## config.mk

```make
export PLATFORM = sky130hd
export DESIGN_NAME = frac_clk_div
export DESIGN_NICKNAME = d
export VERILOG_FILES = /design/src/rtl/frac_div_pkg.sv /design/src/rtl/frac_div_ratio.sv /design/src/rtl/frac_div_len.sv /design/src/rtl/frac_div_gen.sv /design/src/rtl/frac_clk_div.sv
export SDC_FILE = /design/constraint.sdc
export NUM_CORES = 1
export LEC_CHECK = 0
export BUFFER_PORTS_ARGS = -buffer_cell sky130_fd_sc_hd__buf_2
export CORE_MARGIN = 2
export CORE_UTILIZATION = 60
export CTS_CLUSTER_DIAMETER = 40
export DETAILED_ROUTE_END_ITERATION = 7
export GPL_TIMING_DRIVEN = 0
export MAX_ROUTING_LAYER = met4
export PLACE_DENSITY = 0.8
export SYNTH_ARGS = -nofsm -noshare
export SYNTH_HDL_FRONTEND = slang
export SYNTH_SLANG_ARGS = --single-unit
```

## constraint.sdc

```tcl
create_clock -name clk -period 5.4 [get_ports clk]
set_input_delay 0.81 -clock clk [delete_from_list [all_inputs] [get_ports clk]]
set_output_delay 0.81 -clock clk [all_outputs]
set_load 0.01 [all_outputs]
```

## src/rtl/frac_div_pkg.sv

```systemverilog
package frac_div_pkg;
  // smallest division factor the counter supports
  localparam int unsigned MIN_DIV = 2;

  typedef enum logic {
    PER_SHORT = 1'b0,
    PER_LONG  = 1'b1
  } per_kind_e;
endpackage

```

## src/rtl/frac_div_ratio.sv

```systemverilog
module frac_div_ratio
  import frac_div_pkg::*;
#(
  parameter int ACC_W = 4
) (
  input  logic             clk,
  input  logic             rst,
  input  logic             step,
  input  logic [ACC_W-1:0] ratio,
  output per_kind_e        kind
);
  logic [ACC_W-1:0] acc;
  logic [ACC_W:0]   sum;

  assign sum  = {1'b0, acc} + {1'b0, ratio};
  assign kind = sum[ACC_W] ? PER_LONG : PER_SHORT;

  always_ff @(posedge clk) begin
    if (rst) begin
      acc <= '0;
    end else if (step) begin
      acc <= sum[ACC_W-1:0];
    end
  end
endmodule

```

## src/rtl/frac_div_len.sv

```systemverilog
module frac_div_len
  import frac_div_pkg::*;
#(
  parameter int DIV_W = 8,
  localparam int LEN_W = DIV_W + 1
) (
  input  logic [DIV_W-1:0] base,
  input  per_kind_e        kind,
  output logic [LEN_W-1:0] len
);
  logic [DIV_W-1:0] base_eff;

  always_comb begin
    if (base < DIV_W'(MIN_DIV)) base_eff = DIV_W'(MIN_DIV);
    else                        base_eff = base;
    len = LEN_W'(base_eff) + LEN_W'(kind == PER_LONG);
  end
endmodule

```

## src/rtl/frac_div_gen.sv

```systemverilog
module frac_div_gen #(
  parameter int LEN_W = 9
) (
  input  logic             clk,
  input  logic             rst,
  input  logic [LEN_W-1:0] next_len,
  output logic             boundary,
  output logic [LEN_W-1:0] per_len,
  output logic             clk_out
);
  logic [LEN_W-1:0] cnt;
  logic [LEN_W-1:0] cnt_inc;

  assign boundary = (cnt == per_len - LEN_W'(1));
  assign cnt_inc  = cnt + LEN_W'(1);

  always_ff @(posedge clk) begin
    if (rst) begin
      cnt     <= '0;
      per_len <= LEN_W'(1);
      clk_out <= 1'b0;
    end else if (boundary) begin
      cnt     <= '0;
      per_len <= next_len;
      clk_out <= ((next_len >> 1) != '0);
    end else begin
      cnt     <= cnt_inc;
      clk_out <= (cnt_inc < (per_len >> 1));
    end
  end
endmodule

```

## src/rtl/frac_clk_div.sv

```systemverilog
module frac_clk_div
  import frac_div_pkg::*;
#(
  parameter int DIV_W = 8,
  parameter int ACC_W = 4
) (
  input  logic             clk,
  input  logic             rst,
  input  logic [DIV_W-1:0] div_base,
  input  logic [ACC_W-1:0] div_ratio,
  output logic             clk_out
);
  localparam int LEN_W = DIV_W + 1;

  per_kind_e        kind;
  logic [LEN_W-1:0] next_len;
  logic [LEN_W-1:0] per_len;
  logic             boundary;

  frac_div_ratio #(.ACC_W(ACC_W)) u_ratio (
    .clk(clk), .rst(rst), .step(boundary), .ratio(div_ratio), .kind(kind)
  );

  frac_div_len #(.DIV_W(DIV_W)) u_len (
    .base(div_base), .kind(kind), .len(next_len)
  );

  frac_div_gen #(.LEN_W(LEN_W)) u_gen (
    .clk(clk), .rst(rst), .next_len(next_len), .boundary(boundary),
    .per_len(per_len), .clk_out(clk_out)
  );
endmodule

```

### After elaboration in Yosys (flattened, before gate mapping)

Index checks and enable logic that the tools add are counted.

* register bits after elaboration: 23
* bits of input ports: 14
* output and inout port bits: 1

* add/subtract/negate cells: 4
* $lt $le $gt $ge: 2
* equal/unequal tests: 1
* muxes and demuxes: 3
* reductions and logical operators: 2

Operator list (count)
* adder 8 x 1 -> 9 bit: 1
* adder 9 x 1 -> 9 bit (second input constant): 1
* equality test 9 bit: 1
* less-than comparator 9 x 8 -> 1 bit: 1
* nonzero test 9 bit: 1
* subtractor 9 x 1 -> 9 bit (second input constant): 1
* less-than comparator 8 x 2 -> 1 bit (second input constant): 1
* 2-to-1 mux 8 bit: 1
* adder 4 x 4 -> 5 bit: 1
* 2-to-1 mux 1 bit: 2
* OR reduction 2 bit: 1

### Depth between registers and ports, before layout

* depth in word-level cells: 5
* mapped depth: 10

### Cells and area by module

Synthesis repeated with hierarchy kept, for this count alone.

* cells, all modules: 201
* area, all modules: 1778.0 um2

By module, submodules not included
* frac_div_gen: times used 1, cells an instance 149, area each 1340.0 um2, seq. area each 380.4 um2
* frac_div_ratio: times used 1, cells an instance 30, area each 285.3 um2, seq. area each 80.1 um2
* frac_div_len: times used 1, cells an instance 22, area each 152.6 um2, seq. area each 0.0 um2

### Worst setup path after synthesis

No wires, ideal clock.

* kind: input -> register
* start point: in div_ratio[0]
* end point: reg u_gen.per_len[6]
* arrival: 2475 ps
* path slack: 2788 ps
* stages: 9
* cell sequence: ha_1 -> fa_1 -> a21o_1 -> a21o_1 -> ha_1 -> and4_1 -> nand3_1 -> xor2_1 -> a211oi_2

* longest elaborated chain between the ends: 3

Ends and longest elaborated chain
* from (decl): RTL line frac_clk_div.sv:10 `input logic [ACC_W-1:0] div_ratio,`
* adder 4 x 4 -> 5 bit: RTL line frac_div_ratio.sv:15 `assign sum = {1'b0, acc} + {1'b0, ratio};`
* 2-to-1 mux 1 bit: RTL line frac_div_ratio.sv:16 `assign kind = sum[ACC_W] ? PER_LONG : PER_SHORT;`
* adder 8 x 1 -> 9 bit: RTL line frac_div_len.sv:16 `len = LEN_W'(base_eff) + LEN_W'(kind == PER_LONG);`
* to (signal assigned): RTL line frac_div_gen.sv:24 `per_len <= next_len;`
* to (decl): RTL line frac_div_gen.sv:8 `output logic [LEN_W-1:0] per_len,`

No other way between the ends.
A chain may end at the register's enable or synchronous reset.

### Worst setup path in the final report

Ends and elaborated chain as after synthesis.

==> results.md <==
- Pwr Density: between 600 and 700 mW/mm²
- Most used flip-flop cell after synthesis: dfxtp_1
- CTS Sinks: 23
- Antenna cells: 0
- Count leader, synth: dfxtp_1
- Antenna viol nets, final: 0
- Final wirelength: between 3 and 4 mm
- Placed instance area: approximately 0.0018 mm²
- CP Data Arrival Time: ~2700 ps
- GR Util met3: under 10%
- Syn Nets: 226
- Mapped Area: approximately 0.0017 mm²
- Chip width: around 57 µm
- Most area-hungry cell type in the Yosys netlist: dfxtp_1
- Hold_buf cts: 0
- Antenna violations before repair: 0
- Reg clk slew, reported paths: 120 ps
- WP data required: ~5600 ps
- Final count of negative-setup-slack endpoints: 0
- Clk_lat worst skew: 310 ps
- Starting Density: about 62%
- Top cell type's share of synthesized area: 27.0%
- CP endpoint kind: flip-flop
- Setup bufs post-CTS: 0
- VDD IR-drop max: between 0.4 and 0.5 mV
- Share of cells above drive strength 1: around 15%
- Crit share post-route: around 47%
- Final nets: approximately 240
- Sequence of cells on the critical path: buf_2 -> ha_1 -> fa_1 -> a21o_1 -> a21o_1 -> ha_1 -> and4_1 -> nand3_1 -> xor2_1 -> a211oi_2
- Leakage: around 0.74 nW
- Pre-antenna DRT Iters: 4
- Area contributors post-synth: dfxtp_1 27%, ha_1 11%, xnor2_1 7.2%
- Global-route wire length before repair: between 6 and 7 mm
- Finished Cell Area: between 0.0015 and 0.002 mm²
- Synth cell count leaders: 23 x dfxtp_1, 15 x a21oi_1, 15 x ha_1, 15 x nand3_1, 14 x xnor2_1
- # rows: 19
- Register Area: 460 µm²
- Vias in the first global route: approximately 1400
- Sequential share of the synthesized area: a little over a quarter
- Slew Limit Fails: 0
- Die area: around 0.0033 mm²
- Post-synth EDFFs: 0
- Highest-delay cell along the critical path: fa_1
- Via count: ~1500
- Crit path launch type: input pin
- Max clock buf depth: 2
- RePlAce Congestion: approximately 0.9
- Largest net degree at the start of global routing: 14
- Max Freq: between 300 and 400 MHz
- CTS tree: done
- Area Growth Syn to Fin: 7.71%
- Vias per cell: ~6.2
- Rel. slew slack: a little over 60%
- Cells after Synth: 196
- Fraction of registers with async set/reset: 0%
- Hold Path Class: reg2reg
- CP Class: in2reg
- Synth warn: 0
- Initial DRC count: 74
- I/O Buffers: 13
- Final Hold Viols: 0
- Seq cells post-synth: 23
- H-Tree Depth: 1
- GRT overflow: 0
- Area occupied by multi-input gates: around 0.0011 mm²
- Crit Path Max Fanout: 4
- Worst-Margin Slew: approximately 570 ps
- Gr usage total: 25.3%
- Filler instances: about 230
- CTS buffer count: 3
- Routing usage on met1: 32.7%
- Post-cts sizing count: 0
- Syn avg cell area: a little under 9 µm²
- CTS root buf: clkbuf_4
- DR WL/cell: ~15 µm
- I/O pin total: 15
- Distinct cell type count of the synthesized netlist: 43
- Residual DRC: 0
- Setup TNS: 0 ps
- Met2 Usage GRT: 38.4%
- Status: complete, no violations
- Core region area: ~0.0027 mm²
- Tmin final: 2560 ps
- RSZ-0062 raised after global routing: false
- Die Y: approximately 57 µm
- Max-Cap Viols: 0
- CP max stage delay: 420 ps
- Layout Skew: ~12 ps
- Grt peak-use layer: met2
- HPWL Detailed: about 2.9 mm
## cell type report
class	count	area share, %
multi-input cells	154	62.6
flip-flops and latches	23	25.1
repair buffers	13	3.54
plain buffers	8	2.93
inverters	11	2.25
well taps	31	2.11
clock buffers	3	1.23
clock inverters	1	0.273
## layer usage
layer  share of wire (%)  wire length [µm]  up-vias
met5                   0                 0        -
met4                 3.5               127        0
met3                 5.0               182       12
met2                  46              1650       54
met1                  46              1650      699
li1                    -                 -      741
## placed cells by master (no fill, tap or decap), types with 3 or more instances in the layout
cell and instances:
dfxtp_1 23, nand3_1 15, a21oi_1 15, ha_1 15, xnor2_1 14, buf_2 14
inv_1 11, nand2_1 10, xor2_1 10, and2_1 8, nor2_1 7, nor3_1 6
nand4_1 6, a211oi_1 5, a21o_1 4, clkbuf_1 4, a211oi_2 4, o21ai_0 4
buf_6 3, a221o_1 3, clkbuf_4 3
## sequential cells by signal, summed over array words and instances (netlist names)
name           flops
u_gen.cnt          9
u_gen.per_len      9
u_ratio.acc        4
u_gen.clk_out      1
## logic make-up (layout without fill, tap and decap cells)
group                    after synthesis  after routing  synth area share (%)
buffers and inverters                 19             36                  5.58
AO/OA/AOI/OAI                         47             47                  21.4
flip-flops                            23             23                  27.0
XOR/XNOR                              24             24                  12.3
adder cells (fa/ha/maj)               16             16                  12.2
AND/OR/NAND/NOR                       67             67                  21.5
## path summary, 6_finish.rpt
check,start,to,slack [ps],cells after the start
hold / removal,u_ratio.acc[3],u_ratio.acc[3],500,2
setup / recovery,div_ratio[0],u_gen.per_len[6],2840,10
hold reg to reg,u_ratio.acc[3],u_ratio.acc[3],500,2
setup reg to reg,u_gen.per_len[1],u_gen.per_len[3],2860,9
## metrics by stage
step	utilization, %	setup WS [ps]	std cells	hold WS, ps	total power (W)
5_1_grt	67.1	2650	244	537	0.00121
4_1_cts	67.1	2850	244	507	0.00111
2_1_floorplan	-	2790	196	453	0.000867
3_5_place_dp	66.1	2520	240	487	0.00103
6_report	67.1	2840	244	504	0.00111
3_3_place_gp	66.1	2560	240	466	0.00100
## power by group
group          switching, W  total (W)  internal, W
Combinational      0.000424   0.000752     0.000328
Sequential        0.0000606   0.000282     0.000221
Clock             0.0000522  0.0000799    0.0000277
## critical path, delay by kind of cell
family | cells | cell delay [ps]
buffers and inverters | 1 | 100
and+or+nand+nor | 2 | 310
xor gates and xnor gates | 1 | 210
adders and majority gates | 3 | 860
AOI/OAI and AO/OA | 3 | 450
(Power assumes the default switching activity.)
